$ cat src/rtl/scsiRegPkg.sv
package scsiRegPkg;
  localparam int DATA_W = 16;
  localparam int FLAG_W = 14;

  // byte offsets decoded by the bank
  localparam logic [7:0] OFF_DIAG    = 8'h00;
  localparam logic [7:0] OFF_CTRL    = 8'h0C;
  localparam logic [7:0] OFF_ID      = 8'h10;
  localparam logic [7:0] OFF_SEL     = 8'h14;
  localparam logic [7:0] OFF_DETECT  = 8'h18;
  localparam logic [7:0] OFF_DATA    = 8'h20;
  localparam logic [7:0] OFF_DMA     = 8'h24;
  localparam logic [7:0] OFF_CONN    = 8'h48;
  localparam logic [7:0] OFF_XFER    = 8'h4C;
  localparam logic [7:0] OFF_CMD     = 8'h50;
  localparam logic [7:0] OFF_DIAGCTL = 8'h54;

  // status bit rules
  localparam logic [DATA_W-1:0] CONN_KEEP = 16'h3BF7;
  localparam logic [DATA_W-1:0] CONN_W1C  = 16'h3B88;
  localparam logic [DATA_W-1:0] CONN_SUM  = 16'h3B80;
  localparam logic [DATA_W-1:0] XFER_KEEP = 16'h0C17;
  localparam logic [DATA_W-1:0] XFER_W1C  = 16'h2C18;
  localparam logic [DATA_W-1:0] XFER_SUM  = 16'h2C10;
  localparam int IE_BIT = 0;

  typedef enum logic [2:0] {
    K_PLAIN,
    K_NARROW3,
    K_BYTE,
    K_NARROW2,
    K_RDONLY,
    K_CONN,
    K_XFER
  } regKind_e;

  typedef struct packed {
    logic     wr;
    logic     rd;
    regKind_e kind;
  } hostStrobe_t;
endpackage

$ cat src/rtl/scsiRegControl.sv
module scsiRegControl
  import scsiRegPkg::*;
#(
  parameter int ADDR_W = 7
) (
  input  logic              hostWrEn,
  input  logic              hostRdEn,
  input  logic [ADDR_W-1:0] hostAddr,
  output hostStrobe_t       stb
);
  logic aligned;
  regKind_e kind;

  assign aligned = (hostAddr[1:0] == 2'b00);

  always_comb begin
    if (hostAddr == ADDR_W'(OFF_ID) || hostAddr == ADDR_W'(OFF_SEL))
      kind = K_NARROW3;
    else if (hostAddr == ADDR_W'(OFF_DATA))
      kind = K_BYTE;
    else if (hostAddr == ADDR_W'(OFF_DMA))
      kind = K_NARROW2;
    else if (hostAddr == ADDR_W'(OFF_DETECT))
      kind = K_RDONLY;
    else if (hostAddr == ADDR_W'(OFF_CONN))
      kind = K_CONN;
    else if (hostAddr == ADDR_W'(OFF_XFER))
      kind = K_XFER;
    else
      kind = K_PLAIN;
  end

  assign stb.wr   = hostWrEn & aligned;
  assign stb.rd   = hostRdEn & aligned;
  assign stb.kind = kind;
endmodule

$ cat src/rtl/scsiRegDatapath.sv
module scsiRegDatapath
  import scsiRegPkg::*;
#(
  parameter int ADDR_W = 7
) (
  input  logic                clk,
  input  logic                rstN,
  input  hostStrobe_t         stb,
  input  logic [ADDR_W-3:0]   slot,
  input  logic [DATA_W-1:0]   wdata,
  input  logic [FLAG_W-1:0]   connSet,
  input  logic [FLAG_W-1:0]   xferSet,
  output logic [DATA_W-1:0]   rdata,
  output logic                dmaSync,
  output logic                irq
);
  localparam int SLOT_W    = ADDR_W - 2;
  localparam int NUM_SLOTS = 1 << SLOT_W;
  localparam int CTRL_SLOT = int'(OFF_CTRL) >> 2;
  localparam int DMA_SLOT  = int'(OFF_DMA) >> 2;

  logic [DATA_W-1:0] bank [NUM_SLOTS];
  logic [DATA_W-1:0] storeVal;
  logic              storeEn;
  logic [FLAG_W-1:0] connReg, xferReg, connNext, xferNext;
  logic [FLAG_W-1:0] wLow;
  logic              connSum, xferSum;
  logic [DATA_W-1:0] rdVal;

  // value stored into the plain bank for each kind of register
  always_comb begin
    unique case (stb.kind)
      K_NARROW3: storeVal = {13'd0, wdata[2:0]};
      K_BYTE:    storeVal = {8'd0, wdata[7:0]};
      K_NARROW2: storeVal = {14'd0, wdata[1:0]};
      default:   storeVal = wdata;
    endcase
  end

  assign storeEn = stb.wr && (stb.kind == K_PLAIN || stb.kind == K_NARROW3 ||
                              stb.kind == K_BYTE  || stb.kind == K_NARROW2);

  for (genvar s = 0; s < NUM_SLOTS; s++) begin : gSlot
    always_ff @(posedge clk) begin
      if (!rstN)
        bank[s] <= '0;
      else if (storeEn && slot == SLOT_W'(s))
        bank[s] <= storeVal;
    end
  end

  // status registers: write rules first, bus-side sets afterwards
  assign wLow = wdata[FLAG_W-1:0];

  always_comb begin
    connNext = connReg;
    xferNext = xferReg;
    if (stb.wr && stb.kind == K_CONN)
      connNext = (wLow & ~CONN_W1C[FLAG_W-1:0] & ~CONN_KEEP[FLAG_W-1:0]) |
                 (connReg & CONN_KEEP[FLAG_W-1:0] & ~(wLow & CONN_W1C[FLAG_W-1:0]));
    if (stb.wr && stb.kind == K_XFER)
      xferNext = (wLow & ~XFER_W1C[FLAG_W-1:0] & ~XFER_KEEP[FLAG_W-1:0]) |
                 (xferReg & XFER_KEEP[FLAG_W-1:0] & ~(wLow & XFER_W1C[FLAG_W-1:0]));
  end

  always_ff @(posedge clk) begin
    if (!rstN) begin
      connReg <= '0;
      xferReg <= '0;
    end else begin
      connReg <= connNext | connSet;
      xferReg <= xferNext | xferSet;
    end
  end

  assign connSum = |(connReg & CONN_SUM[FLAG_W-1:0]);
  assign xferSum = |(xferReg & XFER_SUM[FLAG_W-1:0]);

  always_comb begin
    unique case (stb.kind)
      K_CONN:  rdVal = {connSum, xferSum, connReg};
      K_XFER:  rdVal = {connSum, xferSum, xferReg};
      default: rdVal = bank[slot];
    endcase
  end

  assign rdata   = stb.rd ? rdVal : '0;
  assign dmaSync = |bank[DMA_SLOT][1:0];
  assign irq     = bank[CTRL_SLOT][IE_BIT] & (connSum | xferSum);
endmodule

$ cat src/rtl/scsiStatusRegs.sv
module scsiStatusRegs
  import scsiRegPkg::*;
#(
  parameter int ADDR_W = 7
) (
  input  logic              clk,
  input  logic              rstN,
  input  logic [ADDR_W-1:0] hostAddr,
  input  logic              hostWrEn,
  input  logic              hostRdEn,
  input  logic [15:0]       hostWdata,
  output logic [15:0]       hostRdata,
  input  logic [13:0]       connSet,
  input  logic [13:0]       xferSet,
  output logic              dmaSyncMode,
  output logic              irq
);
  hostStrobe_t stb;

  scsiRegControl #(.ADDR_W(ADDR_W)) ctrl (
    .hostWrEn (hostWrEn),
    .hostRdEn (hostRdEn),
    .hostAddr (hostAddr),
    .stb      (stb)
  );

  scsiRegDatapath #(.ADDR_W(ADDR_W)) dp (
    .clk     (clk),
    .rstN    (rstN),
    .stb     (stb),
    .slot    (hostAddr[ADDR_W-1:2]),
    .wdata   (hostWdata),
    .connSet (connSet),
    .xferSet (xferSet),
    .rdata   (hostRdata),
    .dmaSync (dmaSyncMode),
    .irq     (irq)
  );
endmodule

$ cat config.mk
export PLATFORM = sky130hd
export DESIGN_NAME = scsiStatusRegs
export DESIGN_NICKNAME = d
export VERILOG_FILES = /design/src/rtl/scsiRegPkg.sv /design/src/rtl/scsiRegControl.sv /design/src/rtl/scsiRegDatapath.sv /design/src/rtl/scsiStatusRegs.sv
export SDC_FILE = /design/constraint.sdc
export NUM_CORES = 1
export LEC_CHECK = 0
export ABC_AREA = 1
export BUFFER_PORTS_ARGS = -buffer_cell sky130_fd_sc_hd__buf_2
export CAP_MARGIN = 20
export CORE_ASPECT_RATIO = 2
export CORE_MARGIN = 2
export CORE_UTILIZATION = 41
export CTS_BUF_LIST = sky130_fd_sc_hd__clkbuf_8
export DETAILED_ROUTE_END_ITERATION = 16
export SETUP_SLACK_MARGIN = 0.05
export SLEW_MARGIN = 5
export SYNTH_ARGS = -nofsm -noshare
export SYNTH_HDL_FRONTEND = slang
export SYNTH_SLANG_ARGS = --single-unit
export TNS_END_PERCENT = 1
$ cat constraint.sdc
create_clock -name clk -period 6.7 [get_ports clk]
set_clock_uncertainty 0.2 [all_clocks]
set_input_delay 1.34 -clock clk [delete_from_list [all_inputs] [get_ports clk]]
set_output_delay 1.34 -clock clk [all_outputs]
set_load 0.02 [all_outputs]
==> results.sh, run 1 <==
export IMPL_fin_nets=3232
export IMPL_slowest_delay_ns=0.63
export IMPL_cp_start_kind="primary input"
export IMPL_design_area_mm2=0.0288
export IMPL_worst_slack_ns=0.938
export IMPL_placed_area_mm2=0.0274
export IMPL_fin_crit_sh_pct=86.0
export IMPL_h_tree_depth=3
export IMPL_initial_core_util_pct=41.2
export IMPL_finalPower_mw=7.16
export IMPL_fillCellCount=6130
export IMPL_synth_warning_count=0
export IMPL_antenna_found_initial=2
export IMPL_die_h_um=359
export IMPL_grt_ovfl_total=0
export IMPL_crit_path_frequent_cell="nor2_1"
export IMPL_setup_viol_count_final=0
export IMPL_dp_slack_ns=1.03
export IMPL_netlist_area_mm2=0.0258
export IMPL_gp_congestion=0.968
export IMPL_grt_max_degree=83
export IMPL_drt_initial_drc_count=1552
export IMPL_syn_inst=3024
export IMPL_core_mm2=0.0626
export IMPL_critical_path_max_fanout=74
export IMPL_avgRoutedWirePerCell_um=21.1
export IMPL_cp_num_buf_inv=6
export IMPL_crit_chain="buf_2, inv_2, buf_12, nand2_2, buf_4, o21ai_0, nor2_1, nor2_1, nor2_1, nand2_1, nand3_1, nand2_1, inv_1, buf_2"
export IMPL_ant_nets=0
export IMPL_vias=20057
export IMPL_synth_distinct_cells=31
export IMPL_drc_errors=0
export IMPL_p_leak_nw=13.5
export IMPL_cp_arrival_ns=4.22
export IMPL_clock_latency_ns=0.69
export IMPL_port_buffers=72
export IMPL_track_usage_pct=26.4
export IMPL_die_area_mm2=0.0651
export IMPL_rows=130
export IMPL_synth_avg_cell_area_um2=8.54
export IMPL_worst_hold_slack_ns=0.262
export IMPL_clkTransAtPathRegs_ns=0.06
export IMPL_tns_ns=0
export IMPL_peakVddDrop_mv=0.167
export IMPL_grt_pass1_vias=19882
export IMPL_status="finished clean"
export IMPL_cap_violations=0
export IMPL_cts_tree="yes"
export IMPL_drive_gt1_share_pct=8.42
export IMPL_clock_sinks=540
export IMPL_cts_buffers=74
export IMPL_post_route_min_period_ns=5.76
export IMPL_cts_buffer_depth=3
export IMPL_io_pin_count=73
export IMPL_wl_um=85100
export IMPL_powerDensity_mw_per_mm2=249
export IMPL_die_w_um=181
export IMPL_cp_slowest_cell="buf_4"
export IMPL_maxSlewHeadroom_pct=25.2
export IMPL_worst_setup_path_end_kind="output port"
export IMPL_worstMarginPinSlew_ns=1.12
export IMPL_fmax_mhz=174
export IMPL_dp_hpwl_um=56900
export IMPL_area_growth_pct=11.5
export IMPL_cts_resized=0
export IMPL_finalHoldViolCount=0
export IMPL_ys_seq_elements=540
export IMPL_hold_class="reg2reg"
export IMPL_slew_violations=0
export IMPL_seq_area_frac_synth_pct=61.7
export IMPL_crit_type="in2out"
export IMPL_rsz0062_at_grt="false"
export IMPL_critPathTopFamily="buffers and inverters"
export IMPL_required_ns=5.16
export IMPL_routed_via_density=4.98
export IMPL_postCtsSetupRepairBufs=0
export IMPL_grt_pass1_wl_um=125000
export IMPL_dr_pass1_iters=6
export IMPL_cts_root_buf="clkbuf_8"
export IMPL_cts_hold_buf=0
[path summary, 6_finish.rpt]
check / start / end / slack (ns) / cells past startpoint
worst max register to register: dp.connReg[8]$_SDFF_PN0_ / dp.connReg[8]$_SDFF_PN0_ / 5.73 / 4
worst min-delay path: dp.connReg[0]$_SDFF_PN0_ / dp.connReg[0]$_SDFF_PN0_ / 0.26 / 2
worst max-delay path: hostAddr[3] / hostRdata[7] / 0.94 / 14
worst min register to register: dp.connReg[0]$_SDFF_PN0_ / dp.connReg[0]$_SDFF_PN0_ / 0.26 / 2
[metal layers]
layer	part of all wire, %	GRT usage, %	up-vias
met1	34	26.9	9463
met4	9.3	21.6	2
met5	0.013	0	-
li1	-	-	9528
met3	6.0	4.54	274
met2	51	47.0	790
[logic make-up after synthesis]
| family | synth area share, % |
|---|---|
| and+or+nand+nor | 27.2 |
| buffers and inverters | 8.45 |
| DFF | 61.7 |
| AOI/OAI and AO/OA | 2.58 |
| other | 0.0145 |
[metrics by stage]
step	util, %	cells
6_report	46.0	4025
5_1_grt	46.0	4025
4_1_cts	46.0	4024
3_5_place_dp	43.8	3893
3_3_place_gp	43.8	3893
2_1_floorplan	-	3119
[layout make-up]
type                            instances  area [um^2]  share of cell area, %
Multi-Input combinational cell       2021         8060                   28.0
Antenna cell                            1         2.50                0.00869
Tap cell                              792          991                   3.44
Sequential cell                       540        15900                   55.4
Clock inverter                         52          273                  0.948
Clock buffer                           79         1090                   3.78
Inverter                              397         1490                   5.19
Timing Repair Buffer                  143          937                   3.26
[layout by cell type, fill, tap and decap left out, drive strengths merged, types with 2 or more instances in the layout]
master    instances
a21oi            48
a31oi             3
buf             143
bufinv            2
clkbuf           79
clkinv           25
clkinvlp          3
conb             96
dfxtp            28
edfxtp          512
inv             419
nand2           984
nand3            60
nand4             9
nor2            742
o21ai            76
[worst min-delay path, cell delays in order (launching register included)]
cell and delay, ns:
dfxtp_1 0.33, nor2_1 0.04, nor2_1 0.06
[Yosys cell counts]
master    number  area (um^2)
buf_1          9         33.8
conb_1         1         3.75
buf_2         51          255
nand2_4        1         11.3
a31oi_1        3         18.8
a21oi_1       47          235
or2_2          1         6.26
nor2_4         1         11.3
clkinv_1       3         11.3
o21ai_1       10         50.1
nor2_2         3         18.8
inv_1        390         1460
dfxtp_1       28          561
a21oi_4        1         16.3
inv_2          4         15.0
o21ai_0       66          330
nor2_8         2         40.0
buf_8          1         15.0
o22a_1         1         8.76
o21bai_1       1         7.51
nand2_1      978         3670
buf_6          1         11.3
nand3_1       49          245
nand2_2        5         31.3
nand3_4        8          140
nor2_1       736         2760
edfxtp_1     512        15400
clkbuf_1      98          368
nand4_1        9         56.3
nand3_2        3         30.0
buf_4          1         7.51
[registers in the layout (all words and copies together) (netlist names)]
register / flops
dp.bank: 512
dp.xferReg: 14
dp.connReg: 14
[report_power, final]
group,switching [mW],internal (mW),total [mW]
clock,1.29,1.17,2.45
combinational,0.584,0.180,0.764
sequential,0.0544,3.88,3.94
Power figures use the tool's default switching activity.
==> run 2, diff against run 1 <==
Settings changed: CELL_PAD_IN_SITES_DETAIL_PLACEMENT from default to 2, CELL_PAD_IN_SITES_GLOBAL_PLACEMENT from default to 2, PLACE_DENSITY_LB_ADDON from default to 0.1.
==> results.sh, run 2 (synthesized netlist as in run 1, its figures left out) <==
export IMPL_clock_latency_ns=0.71
export IMPL_worst_slack_ns=0.770
export IMPL_fillCellCount=7002
export IMPL_hold_class="reg2reg"
export IMPL_top_regs="dp.bank x512, dp.connReg x14, dp.xferReg x14"
export IMPL_clkTransAtPathRegs_ns=0.06
export IMPL_cp_slowest_cell="clkinv_1"
export IMPL_rsz0062_at_grt="false"
export IMPL_crit_chain="buf_6, inv_4, nand2_2, nor2_1, nand2_2, nand2_2, clkinv_1, o21ai_0, inv_1, nand2_1, inv_1, buf_2"
export IMPL_rows=130
export IMPL_slew_violations=0
export IMPL_setup_viol_count_final=0
export IMPL_slowest_delay_ns=0.57
export IMPL_ant_nets=0
export IMPL_avgRoutedWirePerCell_um=26.0
export IMPL_h_tree_depth=3
export IMPL_wl_um=105000
export IMPL_grt_max_degree=74
export IMPL_die_h_um=359
export IMPL_cts_resized=0
export IMPL_cp_start_kind="primary input"
export IMPL_core_mm2=0.0626
export IMPL_multi_input_area_mm2=0.00806
export IMPL_status="finished clean"
export IMPL_initial_core_util_pct=41.2
export IMPL_drc_errors=0
export IMPL_crit_path_frequent_cell="nand2_2"
export IMPL_required_ns=5.16
export IMPL_dp_hpwl_um=73200
export IMPL_fmax_mhz=169
export IMPL_crit_type="in2out"
export IMPL_postCtsSetupRepairBufs=0
export IMPL_regMostFlops="dp.bank"
export IMPL_clock_sinks=540
export IMPL_cts_tree="yes"
export IMPL_die_w_um=181
export IMPL_antenna_found_initial=4
export IMPL_die_area_mm2=0.0651
export IMPL_cp_arrival_ns=4.39
export IMPL_p_leak_nw=13.6
export IMPL_min_from="dp.connReg[1]$_SDFF_PN0_"
export IMPL_track_usage_pct=32.8
export IMPL_worst_setup_path_end_kind="output port"
export IMPL_tns_ns=0
export IMPL_routed_via_density=5.31
export IMPL_critical_path_max_fanout=54
export IMPL_peakVddDrop_mv=0.155
export IMPL_worstMarginPinSlew_ns=1.03
export IMPL_cap_violations=0
export IMPL_cts_buffers=82
export IMPL_vias=21483
export IMPL_largest_reg_flops=512
export IMPL_post_route_min_period_ns=5.93
export IMPL_fin_crit_sh_pct=88.5
export IMPL_gp_congestion=0.964
export IMPL_final_common_cell="nand2_1"
export IMPL_cts_buffer_depth=3
export IMPL_finalHoldViolCount=0
export IMPL_seq_area_mm2=0.0159
export IMPL_layout_common_cells="nand2_1 (977), nor2_1 (734), edfxtp_1 (512), inv_1 (409), conb_1 (96)"
export IMPL_area_growth_pct=12.5
export IMPL_timing_rr_start="dp.xferReg[6]$_SDFF_PN0_"
export IMPL_fin_nets=3245
export IMPL_cts_hold_buf=0
export IMPL_grt_ovfl_total=0
export IMPL_dp_slack_ns=0.813
export IMPL_io_pin_count=73
export IMPL_startpoint="hostAddr[2]"
export IMPL_grt_pass1_wl_um=154000
export IMPL_cts_root_buf="clkbuf_8"
export IMPL_grt_pass1_vias=24342
export IMPL_powerDensity_mw_per_mm2=260
export IMPL_dr_pass1_iters=5
export IMPL_drt_initial_drc_count=1359
export IMPL_drive_gt1_share_pct=8.79
export IMPL_maxSlewHeadroom_pct=31.1
export IMPL_port_buffers=72
[run 2: cell types whose count changed in the layout (fill, tap and decap cells not counted), sizes merged]
| cell | delta |
|---|---|
| diode | +2 |
| bufinv | +2 |
| clkinv | +8 |
| clkinvlp | +2 |
| clkbuf | +8 |
| inv | -4 |
| buf | +5 |
[run 2: worst max-delay path, delay by kind of cell]
family / cells / cell delay, ns
buffers and inverters: 6 / 1.37
and+or+nand+nor: 5 / 1.25
AOI/OAI and AO/OA: 1 / 0.36
[run 2: path summary, 6_finish.rpt]
kind                                    to  slack, ns  depth (start not counted)
setup reg to reg  dp.xferReg[6]$_SDFF_PN0_       5.63                          2
hold reg to reg   dp.connReg[1]$_SDFF_PN0_       0.27                          2
hold / removal    dp.connReg[1]$_SDFF_PN0_       0.27                          2
setup / recovery              hostRdata[9]       0.77                         12
[run 2: stage by stage]
stage | util [%] | cell area [um^2] | total power, mW | hold WS, ns | std cells
after global routing | 46.4 | 29000 | 7.79 | 0.296 | 4048
after detailed placement | 43.9 | 27500 | 4.85 | 0.268 | 3898
after floorplan | - | 26200 | 4.43 | 0.234 | 3119
after global placement | 43.9 | 27500 | 4.80 | 0.257 | 3898
after CTS | 46.4 | 29000 | 7.59 | 0.284 | 4045
final | 46.4 | 29000 | 7.54 | 0.274 | 4048
[run 2: metal layers]
| layer | GRT usage, % | routed length, um | vias to the layer above |
|---|---|---|---|
| met1 | 32.6 | 34900 | 10925 |
| met4 | 26.3 | 9810 | 2 |
| met5 | 0 | 11 | - |
| met3 | 4.75 | 4850 | 328 |
| li1 | - | - | 9560 |
| met2 | 60.2 | 55800 | 668 |
[run 2: layout make-up]
cell class / instances / share of cell area (%)
Tap cell: 792 / 3.41
Multi-Input combinational cell: 2021 / 27.8
Sequential cell: 540 / 54.9
Clock buffer: 87 / 4.12
Inverter: 397 / 5.14
Timing Repair Buffer: 148 / 3.40
Clock inverter: 60 / 1.26
Antenna cell: 3 / 0.0258
[run 2: power breakdown]
part	internal (mW)	switching [mW]
clock	1.36	1.39
combinational	0.184	0.658
sequential	3.88	0.0683
